## src/rtl/refresh_seq_pkg.sv

```systemverilog
package refresh_seq_pkg;

    typedef enum logic [1:0] {
        RS_IDLE  = 2'd0,
        RS_DRAIN = 2'd1,
        RS_PRE   = 2'd2,
        RS_RUN   = 2'd3
    } ref_phase_e;

    typedef struct packed {
        ref_phase_e phase;
        logic       pend;
        logic       pre_req;
        logic       cmd;
    } seq_regs_t;

endpackage

```

## src/rtl/ref_due_timer.sv

```systemverilog
module ref_due_timer #(
    parameter int PERIOD = 7800
) (
    input  logic clk,
    input  logic rst_n,
    output logic due_o
);
    localparam int CW = (PERIOD > 2) ? $clog2(PERIOD) : 1;
    localparam logic [CW-1:0] RELOAD = CW'(PERIOD - 1);

    logic [CW-1:0] cnt_d, cnt_q;

    // Fixed grid: reload on expiry, never on refresh completion.
    always_comb begin
        due_o = (cnt_q == '0);
        cnt_d = due_o ? RELOAD : cnt_q - 1'b1;
    end

    always_ff @(posedge clk) begin
        if (!rst_n) cnt_q <= RELOAD;
        else        cnt_q <= cnt_d;
    end
endmodule

```

## src/rtl/ref_wait_timer.sv

```systemverilog
module ref_wait_timer #(
    parameter int W = 9
) (
    input  logic         clk,
    input  logic         rst_n,
    input  logic         load_i,
    input  logic [W-1:0] load_val_i,
    output logic         expired_o
);
    logic [W-1:0] cnt_d, cnt_q;

    always_comb begin
        expired_o = (cnt_q == '0);
        if (load_i)          cnt_d = load_val_i;
        else if (!expired_o) cnt_d = cnt_q - 1'b1;
        else                 cnt_d = cnt_q;
    end

    always_ff @(posedge clk) begin
        if (!rst_n) cnt_q <= '0;
        else        cnt_q <= cnt_d;
    end
endmodule

```

## src/rtl/refresh_seq.sv

```systemverilog
module refresh_seq
    import refresh_seq_pkg::*;
#(
    parameter int T_REFI = 7800,
    parameter int T_RFC  = 260,
    parameter int T_RP   = 14,
    parameter int BANKS  = 8
) (
    input  logic                         clk,
    input  logic                         rst_n,
    input  logic                         in_flight_i,
    input  logic [$clog2(BANKS+1)-1:0]   open_banks_i,
    input  logic                         pre_done_i,
    output logic                         hold_new_o,
    output logic                         pre_all_req_o,
    output logic                         ref_cmd_o,
    output logic                         rank_busy_o,
    output logic [1:0]                   seq_state_o
);
    localparam int MAXW   = (T_RFC > T_RP) ? T_RFC : T_RP;
    localparam int WAIT_W = $clog2(MAXW + 1);
    localparam logic [WAIT_W-1:0] RP_VAL  = WAIT_W'(T_RP);
    localparam logic [WAIT_W-1:0] RFC_VAL = WAIT_W'(T_RFC - 1);

    seq_regs_t         s_d, s_q;
    logic              due;
    logic              expired;
    logic              tmr_load;
    logic [WAIT_W-1:0] tmr_val;

    ref_due_timer #(.PERIOD(T_REFI)) due_i (
        .clk   (clk),
        .rst_n (rst_n),
        .due_o (due)
    );

    ref_wait_timer #(.W(WAIT_W)) wait_i (
        .clk        (clk),
        .rst_n      (rst_n),
        .load_i     (tmr_load),
        .load_val_i (tmr_val),
        .expired_o  (expired)
    );

    always_comb begin
        s_d      = s_q;
        s_d.cmd  = 1'b0;
        s_d.pend = s_q.pend | due;
        tmr_load = 1'b0;
        tmr_val  = '0;
        unique case (s_q.phase)
            RS_IDLE: begin
                if (s_d.pend) begin
                    s_d.phase = RS_DRAIN;
                    s_d.pend  = 1'b0;
                end
            end
            RS_DRAIN: begin
                if (!in_flight_i) begin
                    s_d.phase   = RS_PRE;
                    s_d.pre_req = (open_banks_i != '0);
                end
            end
            RS_PRE: begin
                if (s_q.pre_req) begin
                    if (pre_done_i) begin
                        s_d.pre_req = 1'b0;
                        tmr_load    = 1'b1;
                        tmr_val     = RP_VAL;
                    end
                end else if (expired) begin
                    s_d.phase = RS_RUN;
                    s_d.cmd   = 1'b1;
                    tmr_load  = 1'b1;
                    tmr_val   = RFC_VAL;
                end
            end
            RS_RUN: begin
                if (expired) s_d.phase = RS_IDLE;
            end
            default: s_d.phase = RS_IDLE;
        endcase
    end

    always_ff @(posedge clk) begin
        if (!rst_n) s_q <= '{phase: RS_IDLE, pend: 1'b0, pre_req: 1'b0, cmd: 1'b0};
        else        s_q <= s_d;
    end

    assign hold_new_o    = (s_q.phase != RS_IDLE);
    assign pre_all_req_o = s_q.pre_req;
    assign ref_cmd_o     = s_q.cmd;
    assign rank_busy_o   = (s_q.phase == RS_RUN);
    assign seq_state_o   = s_q.phase;

    a_r4_stay_drain: assert property (@(posedge clk) disable iff (!rst_n)
        (seq_state_o == 2'd1 && in_flight_i) |=> (seq_state_o == 2'd1 && !pre_all_req_o));

    a_r5_req_held: assert property (@(posedge clk) disable iff (!rst_n)
        (pre_all_req_o && !pre_done_i) |=> pre_all_req_o);

    a_r6_trp_gap: assert property (@(posedge clk) disable iff (!rst_n)
        (pre_all_req_o && pre_done_i) |=> (!rank_busy_o && !ref_cmd_o));

    a_r7_skip_pre: assert property (@(posedge clk) disable iff (!rst_n)
        (seq_state_o == 2'd1 && !in_flight_i && open_banks_i == '0)
        |=> (seq_state_o == 2'd2 && !pre_all_req_o));

    a_r8_single_strobe: assert property (@(posedge clk) disable iff (!rst_n)
        ref_cmd_o |=> !ref_cmd_o);

    a_r8_cmd_starts_busy: assert property (@(posedge clk) disable iff (!rst_n)
        $rose(rank_busy_o) |-> ref_cmd_o);

    a_r3_hold_cover: assert property (@(posedge clk) disable iff (!rst_n)
        (pre_all_req_o || rank_busy_o) |-> hold_new_o);
endmodule

```

## config.mk

```make
export PLATFORM = sky130hd
export DESIGN_NAME = refresh_seq
export DESIGN_NICKNAME = d
export VERILOG_FILES = /design/src/rtl/refresh_seq_pkg.sv /design/src/rtl/ref_due_timer.sv /design/src/rtl/ref_wait_timer.sv /design/src/rtl/refresh_seq.sv
export SDC_FILE = /design/constraint.sdc
export NUM_CORES = 1
export LEC_CHECK = 0
export ABC_CLOCK_PERIOD_IN_PS = 3200
export BUFFER_PORTS_ARGS = -buffer_cell sky130_fd_sc_hd__buf_4
export CAP_MARGIN = 20
export CORE_MARGIN = 5
export CORE_UTILIZATION = 55
export CTS_BUF_LIST = sky130_fd_sc_hd__clkbuf_8
export DETAILED_ROUTE_END_ITERATION = 12
export PLACE_DENSITY_LB_ADDON = 0.15
export SLEW_MARGIN = 20
export SYNTH_ARGS = -nofsm -noshare
export SYNTH_HDL_FRONTEND = slang
export SYNTH_SLANG_ARGS = --single-unit
```

## constraint.sdc

```tcl
create_clock -name clk -period 3.2 [get_ports clk]
set_input_delay 0.16 -clock clk [delete_from_list [all_inputs] [get_ports clk]]
set_output_delay 0.16 -clock clk [all_outputs]
set_load 0.05 [all_outputs]
```

# ---- Word level (Yosys, flattened, before mapping)
# Index checks and enable logic that the tools add are counted.
dict set report op_classes {
  add_sub_neg 2
  n_eq_ne 9
  mux 21
  bitwise 3
  n_reduce_logical 10
}
# operator count
set op_table {}
lappend op_table {{$mux W9} 5}
lappend op_table {{$logic_not A13 Y1} 1}
lappend op_table {{$sub A13 B1 Y13 const B} 1}
lappend op_table {{$logic_not A9 Y1} 1}
lappend op_table {{$sub A9 B1 Y9 const B} 1}
lappend op_table {{$mux W1} 8}
lappend op_table {{$mux W2} 4}
lappend op_table {{$ne A2 B2 Y1 const B} 4}
lappend op_table {{$pmux W2 S4} 1}
lappend op_table {{$reduce_and A5 Y1} 1}
lappend op_table {{$eq A2 B2 Y1 const B} 2}
lappend op_table {{$mux W4} 1}
lappend op_table {{$ne A2 B1 Y1 const B} 2}
lappend op_table {{$reduce_bool A2 Y1} 2}
lappend op_table {{$reduce_bool A4 Y1} 1}
lappend op_table {{$mux W3} 1}
lappend op_table {{$reduce_or A3 Y1} 1}
lappend op_table {{$eq A2 B1 Y1 const B} 1}
lappend op_table {{$logic_not A2 Y1} 1}
lappend op_table {{$not A1 Y1} 2}
lappend op_table {{$pmux W1 S2} 1}
lappend op_table {{$reduce_and A2 Y1} 1}
lappend op_table {{$reduce_or A2 Y1} 1}
lappend op_table {{$or A1 B1 Y1} 1}
dict set report totals {
  regBits 27
  input_bits 8
  out_inout_bits 6
  elab_cells 51
}

# ---- Logic depth before layout (Yosys ltp)
dict set report logic_depth {
  ltp_word 5
  mapped_depth 6
  mapped_depth_nobuf 6
}

# ---- Hierarchy
# A second synthesis with hierarchy kept.
dict set report unflattened {
  cells_unflattened 160
  hier_area_um2 1408.9
}
# mod instances cells_per_inst area_per_inst_um2 seq_area_each_um2
set by_module_without_submodules {}
lappend by_module_without_submodules {ref_due_timer 1 62 591.8 260.2}
lappend by_module_without_submodules {ref_wait_timer 1 57 483.0 180.2}
lappend by_module_without_submodules {refresh_seq 1 41 334.1 100.1}

# ---- Worst setup path before layout
# No wires, ideal clock.
dict set report synth_path {
  path_type {register -> register}
  startpoint {register wait_i.cnt_q[0]}
  endpoint {register s_q (netlist bit seq_state_o[0])}
  setup_time_ps 72
  t_arrival_ps 1585
  required_ps 3128
  path_slack_ps 1543
  path_stages_with_launch 7
  n_path_buf 0
  path_cell_list {dfxtp_1 > inv_1 > ha_1 > nor4b_4 > a21oi_1 > a311oi_2 > mux2i_1}
}
dict set report synth_between {
  elab_chain_len 3
}
# item line
set synth_lines {}
lappend synth_lines {{start, declared} ref_wait_timer.sv:10} ;# logic [W-1:0] cnt_d, cnt_q;
lappend synth_lines {{start signal, assigned} ref_wait_timer.sv:21} ;# else cnt_q <= cnt_d;
lappend synth_lines {{$logic_not A9 Y1 *} ref_wait_timer.sv:13} ;# expired_o = (cnt_q == '0);
lappend synth_lines {{$ne A2 B2 Y1 (no source line) / $ne A2 B1 Y1 (equally long branches)} --}
lappend synth_lines {{$reduce_and A5 Y1 (no source line) *} --}
lappend synth_lines {{end signal, assigned} refresh_seq.sv:86} ;# if (!rst_n) s_q <= '{phase: RS_IDLE, pend: 1'b0, pre_req: 1'b0, cmd: 1'b0};
lappend synth_lines {{end, declared} refresh_seq.sv:25} ;# seq_regs_t s_d, s_q;
# Every way passes the cells marked *; elsewhere a longest branch is shown, timed or not.
# A chain may end at the register's enable or synchronous reset.

# ---- Worst setup path in the final report
dict set report layout_path {
  startpoint {register wait_i.cnt_q[0]}
  endpoint {register s_q (netlist bit seq_state_o[1])}
}
# Same word-level chain as after synthesis.

==> metrics.cfg <==
[sta]
fin_crit_sh_pct=58.36
period_minus_slack_ps=1868
slew_violations=0
slew_headroom_pct=43.22
hold_violations=0
fin_skew_ps=6.597
fin_ws_ps=1332
setup-tns-final_ps=0
setup_violations=0
fmaxAchievable_mhz=535.4
worst_pin_slew_ps=847.8
rsz0062_at_grt=false

[power]
power.share.clock_pct=18.6
power_density_mw_per_mm2=662.0
finalPower_mw=1.008
vdd_drop_max_mv=0.5233
total_leakage_power_nw=0.6049
pwr-share-comb_pct=39.1
swShare_pct=35.40
p_int_mw=0.6512
p_switching_mw=0.3569
seq_power_share_pct=42.3

[synthesis]
syn_area_sq_mm=0.001360
synthesis.nets=168
synth_cells=152
yosysSeqAreaShare_pct=39.74
ys_ff_latch=27
postSynthAreaPerCell_sq_um=8.948
synth_cell_types=36
yosysWarnings=0

[cts]
post_cts_resize_count=0
clk_latency_ps=270
cts_tree=yes
clock_sinks=27
cts_max_level=1
clk_pin_slew_ps=90
post-cts-setup-buffer-count=0
numCtsBuffers=3
cts_buffer_depth=2
root_buffer=clkbuf_8
ctsHoldBuffers=0

[global_route]
grt_usage_pct=15.64
grt_max_degree=15
grt_pass1_vias=1072
overflow=0
antenna_found_initial=0
grt_pass1_wl_um=4326

[run]
drv_cap=0

[worst_hold_path]
hp-class=primary input to register

[setup_path]
worstPathArrival_ps=2070
crit_path_top_delay_cell=nor4b_4
critPathCaptureType=register
crit_required_ps=3410
worstSetupStartpointType=register
cpPeakStageDelay_ps=470
critPathKind=register to register
crit_path_cell_trace=inv_1, ha_1, nor4b_4, a21oi_1, a311oi_2, mux2i_1
critPathMaxFanout=10

[drt]
ant_nets=0
dr.pass1.iters=4
via_per_inst=5.444
dr.first_iter.drc_count=36
drt_wl_total_um=2501
drc=0
wl_per_cell_um=12.76
vias=1067

[finish]
instances_no_fill=196
drive_gt1_share_pct=14.46
finish.instance_area_sq_mm=0.001523
area_growth_pct=11.96
antennaDiodeCount=0
layout.area.seq_sq_um=540.5
multiInputGateArea_sq_um=753.2
final_nets=183
n_fill_cell=216

[placement]
post-place-cells=192
hpwl_um=1889
preCtsSetupSlack_ps=1339
gp_congestion=0.7954
dpl_cell_area_sq_mm=0.001478
port_buffers=13

[floorplan]
chipHeight_um=59.73
rows=18
num_io_pins=14
dieArea_sq_mm=0.003567
die_w_um=59.73
core_sq_mm=0.002410
initial_core_util_pct=56.44

[status]
status=finished clean

-- state kept, by name, indices dropped and copies added (netlist names) --
register       flops
ref_cmd_o          1
seq_state_o        2
wait_i.cnt_q       9
s_q                1
pre_all_req_o      1
due_i.cnt_q       13
-- synthesized netlist by cell type --
library cell | number | area (sq um)
inv_1 | 10 | 37.54
o31ai_1 | 1 | 7.510
a2111oi_2 | 1 | 15.01
nor3b_1 | 4 | 30.03
or4_1 | 1 | 7.510
mux2i_1 | 3 | 30.03
a211oi_1 | 3 | 22.52
a311oi_2 | 1 | 15.01
o21ai_0 | 6 | 30.03
nand4b_1 | 1 | 8.760
buf_4 | 2 | 15.01
xnor2_1 | 7 | 61.31
nand3_1 | 7 | 35.03
or3_1 | 2 | 12.51
nor4b_4 | 1 | 23.77
nand2b_1 | 1 | 6.260
nor4b_1 | 1 | 8.760
clkinv_1 | 1 | 3.750
nand2_1 | 20 | 75.07
o41ai_1 | 1 | 8.760
a21oi_1 | 11 | 55.05
nor2b_1 | 2 | 12.51
or3b_2 | 1 | 8.760
a31oi_1 | 1 | 6.260
buf_2 | 2 | 10.01
and3_1 | 2 | 12.51
nor4_4 | 1 | 21.27
o21a_1 | 1 | 7.510
or2_2 | 1 | 6.260
nand3_2 | 1 | 10.01
a2111oi_0 | 1 | 8.760
nor2_1 | 10 | 37.54
nor4_1 | 4 | 25.02
xor2_1 | 5 | 43.79
dfxtp_1 | 27 | 540.5
ha_1 | 8 | 100.1
-- layout make-up --
class	instances	area share [%]
inverter	11	2.712
multi-input combinational	110	49.47
tap	30	2.465
timing repair buffer	14	6.902
clock inverter	1	0.2465
sequential	27	35.50
clock buffer	3	2.712
-- layer usage --
metal / vias to the layer above / global-route usage (%) / wire [um]
met2: 21 / 26.23 / 1228
li1: 553 / - / -
met1: 491 / 18.45 / 1146
met3: 2 / 3.240 / 96
met4: 0 / 8.544 / 31
met5: - / 0 / 0
-- kinds of logic (layout without fill, tap and decap cells) --
kind of cell	after synthesis	in the layout	synth area share, %
AO/OA/AOI/OAI	27	27	12.97
multiplexers	3	3	2.208
XOR/XNOR	12	12	7.728
adder cells (fa/ha/maj)	8	8	7.360
flip-flops	27	27	39.74
buffers and inverters	15	29	4.876
AND/OR/NAND/NOR	60	60	25.12
-- stage by stage --
step | utilization [%] | hold slack, ps
after floorplan | - | 383.0
after global placement | 61.32 | 407.9
final | 63.19 | 161.9
after detailed placement | 61.32 | 427.5
after global routing | 63.19 | 163.2
after CTS | 63.19 | 154.2
-- worst paths after layout --
kind | startpoint | to | slack [ps] | depth (start not counted)
min reg2reg | due_i.cnt_q[0] | due_i.cnt_q[0] | 440 | 1
max reg2reg | wait_i.cnt_q[0] | seq_state_o[1] | 1330 | 6
min | rst_n | wait_i.cnt_q[1] | 160 | 2
max | wait_i.cnt_q[0] | seq_state_o[1] | 1330 | 6
-- power by group through the flow --
stage | logic [mW] | clock network (mW) | registers, mW
floorplan | 0.323 | 0 | 0.429
global placement | 0.385 | 0 | 0.431
detailed placement | 0.394 | 0 | 0.435
CTS | 0.397 | 0.195 | 0.427
global route | 0.439 | 0.210 | 0.434
finish | 0.395 | 0.187 | 0.426
-- placed cells by master, fill, tap and decap left out, types with 2 or more instances in the layout --
| cell | n |
|---|---|
| nor3b_1 | 4 |
| and3_1 | 2 |
| a21oi_1 | 11 |
| ha_1 | 8 |
| buf_4 | 14 |
| nor2_1 | 10 |
| o21ai_0 | 6 |
| inv_1 | 11 |
| a211oi_1 | 3 |
| clkbuf_8 | 3 |
| mux2i_1 | 3 |
| nor4_1 | 4 |
| xor2_1 | 5 |
| nand2_1 | 20 |
| dfxtp_1 | 27 |
| xnor2_1 | 7 |
| nand3_1 | 7 |
| nor2b_1 | 2 |
| or3_1 | 2 |
-- critical path, delay by kind of cell, from the launching register on --
kind	cells	cell delay [ps]
AO/OA/AOI/OAI	2	500
adder cells (fa/ha/maj)	1	200
buffers and inverters	1	60
flip-flops	1	340
multiplexers	1	220
AND/OR/NAND/NOR	1	470
Note: power is estimated with default switching activity, not from simulation.
